==> config.mk <==
export PLATFORM = sky130hd
export DESIGN_NAME = gpio_irq_sense
export DESIGN_NICKNAME = d
export VERILOG_FILES = /design/src/rtl/gpirq_pkg.sv /design/src/rtl/gpirq_sync.sv /design/src/rtl/gpirq_detect.sv /design/src/rtl/gpirq_regs.sv /design/src/rtl/gpio_irq_sense.sv
export SDC_FILE = /design/constraint.sdc
export NUM_CORES = 1
export LEC_CHECK = 0
export BUFFER_PORTS_ARGS = -buffer_cell sky130_fd_sc_hd__buf_2
export CAP_MARGIN = 10
export CORE_ASPECT_RATIO = 2
export CORE_MARGIN = 2
export CORE_UTILIZATION = 55
export CTS_BUF_LIST = sky130_fd_sc_hd__clkbuf_2 sky130_fd_sc_hd__clkbuf_4 sky130_fd_sc_hd__clkbuf_8
export CTS_CLUSTER_SIZE = 20
export DETAILED_ROUTE_END_ITERATION = 6
export GPL_TIMING_DRIVEN = 0
export PLACE_DENSITY = 0.83
export REMOVE_ABC_BUFFERS = 1
export SYNTH_ARGS = -nofsm -noshare
export SYNTH_HDL_FRONTEND = slang
export SYNTH_SLANG_ARGS = --single-unit
==> constraint.sdc <==
create_clock -name clk -period 1.6 [get_ports clk]
set_clock_uncertainty 0.1 [all_clocks]
set_input_delay 0.08 -clock clk [delete_from_list [all_inputs] [get_ports clk]]
set_output_delay 0.08 -clock clk [all_outputs]
set_load 0.01 [all_outputs]
==> src/rtl/gpirq_pkg.sv <==
package gpirq_pkg;

  // byte offsets of the register map
  localparam logic [7:0] OFS_SENSE  = 8'h04;
  localparam logic [7:0] OFS_BOTH   = 8'h08;
  localparam logic [7:0] OFS_POL    = 8'h0C;
  localparam logic [7:0] OFS_ENABLE = 8'h10;
  localparam logic [7:0] OFS_RAW    = 8'h14;
  localparam logic [7:0] OFS_MASKED = 8'h18;
  localparam logic [7:0] OFS_CLEAR  = 8'h1C;

  // trigger condition of one pin for the current cycle
  function automatic logic pin_hit(input logic cur, input logic prev,
                                   input logic lvl, input logic both,
                                   input logic pol);
    logic changed;
    logic pol_ok;
    changed = cur ^ prev;
    pol_ok  = (cur == pol);
    if (lvl) pin_hit = pol_ok;
    else     pin_hit = changed & (both | pol_ok);
  endfunction

  // next status bit given the current one, trigger, mode and clear request
  function automatic logic next_status(input logic st, input logic hit,
                                       input logic lvl, input logic clr);
    if (lvl) next_status = hit;
    else     next_status = (st & ~clr) | hit;
  endfunction

endpackage

==> src/rtl/gpirq_sync.sv <==
module gpirq_sync #(
  parameter int N      = 12,
  parameter int STAGES = 2
) (
  input  logic         clk,
  input  logic         rst_n,
  input  logic [N-1:0] d_i,
  output logic [N-1:0] q_o
);

  logic [N-1:0] stg [STAGES];

  for (genvar s = 0; s < STAGES; s++) begin : g_stage
    if (s == 0) begin : g_first
      always_ff @(posedge clk or negedge rst_n) begin
        if (!rst_n) stg[s] <= '0;
        else        stg[s] <= d_i;
      end
    end else begin : g_next
      always_ff @(posedge clk or negedge rst_n) begin
        if (!rst_n) stg[s] <= '0;
        else        stg[s] <= stg[s-1];
      end
    end
  end

  assign q_o = stg[STAGES-1];

endmodule

==> src/rtl/gpirq_detect.sv <==
module gpirq_detect #(
  parameter int N = 12
) (
  input  logic         clk,
  input  logic         rst_n,
  input  logic [N-1:0] cur_i,
  input  logic [N-1:0] lvl_i,
  input  logic [N-1:0] both_i,
  input  logic [N-1:0] pol_i,
  input  logic [N-1:0] clr_i,
  output logic [N-1:0] hit_o,
  output logic [N-1:0] status_o
);

  logic [N-1:0] prev_q;
  logic [N-1:0] status_q;
  logic [N-1:0] hit;
  logic [N-1:0] edge_hit;

  always_ff @(posedge clk or negedge rst_n) begin
    if (!rst_n) prev_q <= '0;
    else        prev_q <= cur_i;
  end

  for (genvar i = 0; i < N; i++) begin : g_pin
    assign hit[i] = gpirq_pkg::pin_hit(cur_i[i], prev_q[i], lvl_i[i],
                                       both_i[i], pol_i[i]);
    always_ff @(posedge clk or negedge rst_n) begin
      if (!rst_n) status_q[i] <= 1'b0;
      else        status_q[i] <= gpirq_pkg::next_status(status_q[i], hit[i],
                                                        lvl_i[i], clr_i[i]);
    end
  end

  assign edge_hit = hit & ~lvl_i;
  assign hit_o    = hit;
  assign status_o = status_q;


  edge_sets_chk: assert property (@(posedge clk) disable iff (!rst_n)
    1'b1 |=> ((status_q & $past(edge_hit)) == $past(edge_hit)));


  clear_drops_chk: assert property (@(posedge clk) disable iff (!rst_n)
    1'b1 |=> ((status_q & $past(clr_i & ~hit & ~lvl_i)) == '0));


  no_spurious_set_chk: assert property (@(posedge clk) disable iff (!rst_n)
    1'b1 |=> ((status_q & ~$past(status_q) & $past(~hit & ~lvl_i)) == '0));


  level_track_chk: assert property (@(posedge clk) disable iff (!rst_n)
    1'b1 |=> (((status_q ^ $past(hit)) & $past(lvl_i)) == '0));

endmodule

==> src/rtl/gpirq_regs.sv <==
module gpirq_regs #(
  parameter int N      = 12,
  parameter int DW     = 32,
  parameter int ADDR_W = 8
) (
  input  logic              clk,
  input  logic              rst_n,
  input  logic              wr_i,
  input  logic [ADDR_W-1:0] addr_i,
  input  logic [DW-1:0]     wdata_i,
  input  logic [N-1:0]      status_i,
  output logic [N-1:0]      lvl_o,
  output logic [N-1:0]      both_o,
  output logic [N-1:0]      pol_o,
  output logic [N-1:0]      en_o,
  output logic [N-1:0]      clr_o,
  output logic [N-1:0]      masked_o,
  output logic [DW-1:0]     rdata_o
);

  localparam int WA = ADDR_W - 2;
  localparam logic [WA-1:0] W_SENSE  = WA'(gpirq_pkg::OFS_SENSE  >> 2);
  localparam logic [WA-1:0] W_BOTH   = WA'(gpirq_pkg::OFS_BOTH   >> 2);
  localparam logic [WA-1:0] W_POL    = WA'(gpirq_pkg::OFS_POL    >> 2);
  localparam logic [WA-1:0] W_ENABLE = WA'(gpirq_pkg::OFS_ENABLE >> 2);
  localparam logic [WA-1:0] W_RAW    = WA'(gpirq_pkg::OFS_RAW    >> 2);
  localparam logic [WA-1:0] W_MASKED = WA'(gpirq_pkg::OFS_MASKED >> 2);
  localparam logic [WA-1:0] W_CLEAR  = WA'(gpirq_pkg::OFS_CLEAR  >> 2);

  logic [WA-1:0] widx;
  logic [N-1:0]  wbits;
  logic [N-1:0]  lvl_q, both_q, pol_q, en_q;
  logic [N-1:0]  rsel;
  logic          unused_bits;

  assign widx        = addr_i[ADDR_W-1:2];
  assign wbits       = wdata_i[N-1:0];
  assign unused_bits = ^{addr_i[1:0], wdata_i[DW-1:N]};

  always_ff @(posedge clk or negedge rst_n) begin
    if (!rst_n) begin
      lvl_q  <= '0;
      both_q <= '0;
      pol_q  <= '0;
      en_q   <= '0;
    end else if (wr_i) begin
      if (widx == W_SENSE)  lvl_q  <= wbits;
      if (widx == W_BOTH)   both_q <= wbits;
      if (widx == W_POL)    pol_q  <= wbits;
      if (widx == W_ENABLE) en_q   <= wbits;
    end
  end

  assign clr_o    = (wr_i && widx == W_CLEAR) ? wbits : '0;
  assign masked_o = status_i & en_q;

  always_comb begin
    case (widx)
      W_SENSE:  rsel = lvl_q;
      W_BOTH:   rsel = both_q;
      W_POL:    rsel = pol_q;
      W_ENABLE: rsel = en_q;
      W_RAW:    rsel = status_i;
      W_MASKED: rsel = masked_o;
      default:  rsel = '0;
    endcase
  end

  assign rdata_o = {{(DW-N){1'b0}}, rsel};
  assign lvl_o   = lvl_q;
  assign both_o  = both_q;
  assign pol_o   = pol_q;
  assign en_o    = en_q;

endmodule

==> src/rtl/gpio_irq_sense.sv <==
module gpio_irq_sense #(
  parameter int N      = 12,
  parameter int DW     = 32,
  parameter int ADDR_W = 8,
  parameter int STAGES = 2
) (
  input  logic              clk,
  input  logic              rst_n,
  input  logic [N-1:0]      pin_i,
  input  logic              bus_wr,
  input  logic [ADDR_W-1:0] bus_addr,
  input  logic [DW-1:0]     bus_wdata,
  output logic [DW-1:0]     bus_rdata,
  output logic [N-1:0]      pin_irq_o,
  output logic              irq_any_o
);

  logic [N-1:0] pin_sync;
  logic [N-1:0] lvl, both, pol, en, clr;
  logic [N-1:0] hit, status, masked;
  logic         any_q;

  gpirq_sync #(.N(N), .STAGES(STAGES)) u_sync (
    .clk(clk), .rst_n(rst_n), .d_i(pin_i), .q_o(pin_sync)
  );

  gpirq_detect #(.N(N)) u_detect (
    .clk(clk), .rst_n(rst_n), .cur_i(pin_sync), .lvl_i(lvl),
    .both_i(both), .pol_i(pol), .clr_i(clr), .hit_o(hit),
    .status_o(status)
  );

  gpirq_regs #(.N(N), .DW(DW), .ADDR_W(ADDR_W)) u_regs (
    .clk(clk), .rst_n(rst_n), .wr_i(bus_wr), .addr_i(bus_addr),
    .wdata_i(bus_wdata), .status_i(status), .lvl_o(lvl), .both_o(both),
    .pol_o(pol), .en_o(en), .clr_o(clr), .masked_o(masked),
    .rdata_o(bus_rdata)
  );

  always_ff @(posedge clk or negedge rst_n) begin
    if (!rst_n) any_q <= 1'b0;
    else        any_q <= |masked;
  end

  assign pin_irq_o = masked;
  assign irq_any_o = any_q;

  logic unused_hit;
  assign unused_hit = ^hit;


  any_rise_cause_chk: assert property (@(posedge clk) disable iff (!rst_n)
    $rose(any_q) |-> $past(|masked));


  masked_needs_enable_chk: assert property (@(posedge clk) disable iff (!rst_n)
    (pin_irq_o & ~en) == '0);

endmodule

==> impl_metrics.json <==
{
  "grt_max_degree": 71,
  "core_um2": 7940,
  "dr.pass1.iters": 5,
  "grt_usage_pct": 24.9,
  "drcViolationCount": 0,
  "r2r_setup_slack_ps": 170,
  "setup_tns_ps": -1340,
  "slew_headroom_pct": 54.0,
  "synth_cell_types": 36,
  "cts_buffer_depth": 2,
  "place_congestion": 0.890,
  "slew_violations": 0,
  "ys_ff_latch": 97,
  "final_nets": 518,
  "p_leak_uw": 0.00269,
  "cp.required_ps": 1420,
  "met2_usage_pct": 41.4,
  "drive_gt1_share_pct": 35.5,
  "dp_hpwl_mm": 6.73,
  "clock_sinks": 97,
  "drt-initial-drc-count": 263,
  "finalSetupViolCount": 9,
  "io_buffers": 57,
  "syn_area_um2": 4480,
  "vias_per_cell": 5.90,
  "reg2reg_depth": 4,
  "clk_latency_ps": 380,
  "synth.top_cell.area_share_pct": 54.2,
  "p_per_area_nw_per_um2": 1120,
  "cts_root_buf": "clkbuf_8",
  "initial_core_util_pct": 56.4,
  "ys_top_cells_by_area": "dfrtp_1 54%, mux2_2 12%, buf_4 3.9%",
  "peakVddDrop_v": 0.000818,
  "worstSetupPathType": "register to output pin",
  "status": "finished with violations",
  "rows": 46,
  "drt-wirelength-per-cell_um": 19.1,
  "cts_tree": "done",
  "hp-class": "primary input to async pin",
  "worstPathMaxFanout": 3,
  "fin_util_pct": 69.9,
  "syn_area_per_cell_um2": 12.6,
  "r2r_end": "irq_any_o$_DFF_PN0_",
  "wl_mm": 10.8,
  "timing.fmax_mhz": 549,
  "antenna_found_initial": 0,
  "grt.busiest_layer": "met2",
  "min_period_over_period_pct": 114,
  "ant_nets": 0,
  "end_kind": "output pin",
  "num_antenna_cells": 0,
  "r2r_start": "u_detect.status_o[1]$_DFF_PN0_",
  "gr-usage-met1_pct": 28.8,
  "clkTransAtPathRegs_ps": 100,
  "grt_pass1_wl_mm": 16.3,
  "die_y_um": 132,
  "rsz0062_at_grt": "true",
  "die-area_um2": 8920,
  "grt_overflow_total": 0,
  "yosysSeqAreaShare_pct": 54.2,
  "violations": "negative setup slack",
  "vias": 3328,
  "die_w_um": 67.8,
  "worstMarginPinSlew_ps": 690,
  "drv_cap": 0,
  "power_uw": 6240,
  "synth_cells": 356,
  "areaGrowthSynthToFinish_pct": 24.0,
  "cp.arrival_ps": 1640,
  "cts_max_level": 3,
  "min_period_ps": 1820,
  "yosys_warnings": 0,
  "grt_pass1_vias": 3335,
  "finalHoldViolCount": 0,
  "yosysTopAreaCell": "dfrtp_1",
  "start_kind": "register",
  "layout_setup_ws_ps": -223,
  "cts_made_buffers": 9,
  "io-pin-count": 100,
  "met3_usage_pct": 4.37
}
[power breakdown]
group / switching (µW) / leakage [µW] / internal, µW / total, µW
clock network: 862 / 0.000123 / 1090 / 1950
registers: 263 / 0.00119 / 2770 / 3030
logic: 604 / 0.00138 / 661 / 1260
total: 1730 / 0.00269 / 4510 / 6240
[per-layer routing]
layer | vias to the layer above | routed length (µm)
met2 | 176 | 5560
met4 | 0 | 473
met5 | - | 0
met1 | 1647 | 4060
met3 | 38 | 668
li1 | 1467 | -
[cell type report]
class	instances	area (µm²)
clock buffers	10	138
inverters	15	56.3
repair buffers	111	787
well taps	96	120
multi-input cells	229	1910
fillers	576	2390
flip-flops and latches	97	2430
clock inverters	6	115
[critical path: stages, from the launching register on]
cell and delay (ps):
dfrtp_1 410, mux2_2 180, a221oi_2 60, a311oi_1 410
buf_2 210
[repair_timing]
action	in CTS	in global routing
buffers inserted	19	9
pin swaps	3	1
resized for setup	11	7
endpoints found under the setup margin	60	14
hold buffers	25	0
gates cloned	0	0
hold endpoints to repair	169	0
[worst max-delay path by stage]
stage / from / end / slack, ps / depth (start not counted)
floorplan: bus_addr[5] / u_regs.both_o[0]$_DFFE_PN0P_ / -120 / 3
global placement: bus_addr[3] / u_regs.both_o[6]$_DFFE_PN0P_ / -1070 / 4
detailed placement: bus_addr[3] / u_regs.both_o[10]$_DFFE_PN0P_ / -1080 / 4
CTS: u_regs.pol_o[5]$_DFFE_PN0P_ / bus_rdata[5] / -220 / 4
global route: u_regs.pol_o[11]$_DFFE_PN0P_ / bus_rdata[11] / -230 / 4
finish: u_regs.pol_o[8]$_DFFE_PN0P_ / bus_rdata[8] / -220 / 4
[layout by cell type, fill, tap and decap left out, types with 3 or more instances in the layout]
master	n
dfrtp_1	97
buf_2	53
mux2_2	48
buf_4	29
dlygate4sd3_1	25
nand2_1	21
conb_1	20
inv_1	14
nor2b_1	14
and2_1	12
a311o_1	12
xnor2_1	12
xor2_1	12
o22ai_1	12
mux2_1	10
clkbuf_8	10
o211ai_1	8
a221oi_2	8
a311oi_1	7
mux2i_1	6
o2111ai_1	3
bufinv_16	3
[cell families after synthesis]
logic type / synth area share, %
xor+xnor: 4.69
compound gates: 10.5
buf+inv: 6.37
simple gates: 8.21
flops: 54.2
mux: 15.9
other cells: 0.0837
[through the flow]
step	instances	setup slack [ps]	hold WS (ps)	cell area [µm²]
after floorplan	341	-124	-316	4320
after global routing	564	-234	119	5550
after CTS	555	-224	77.5	5450
after global placement	494	-1070	87.4	4730
after detailed placement	495	-1080	-75.7	4760
final	564	-223	69.9	5550
[state kept, by name, summed over array words and instances, names as in the netlist, 12 cells and up]
name / flops
u_regs.lvl_o: 12
u_detect.prev_q: 12
u_detect.status_o: 12
u_sync.q_o: 12
u_sync.stg: 12
u_regs.both_o: 12
u_regs.pol_o: 12
u_regs.en_o: 12
[synth_stat cells]
cell	instances
a211oi_1	1
a221oi_1	10
a311o_1	12
a311oi_1	7
a31oi_1	1
and2_1	12
and2b_1	2
and3_1	2
buf_2	6
buf_4	23
buf_6	1
clkbuf_1	4
clkinv_1	1
conb_1	1
dfrtp_1	97
inv_1	14
mux2_1	10
mux2_2	48
mux2i_1	6
nand2_1	21
nand3_1	1
nand3_2	1
nand4_1	2
nor2_1	2
nor2b_1	15
nor3_1	1
nor3_2	1
nor4_1	2
nor4b_4	1
o2111ai_1	3
o211ai_1	8
o221ai_1	3
o22ai_1	12
or3_1	1
xnor2_1	12
xor2_1	12
Note: power is estimated with default switching activity, not from simulation.
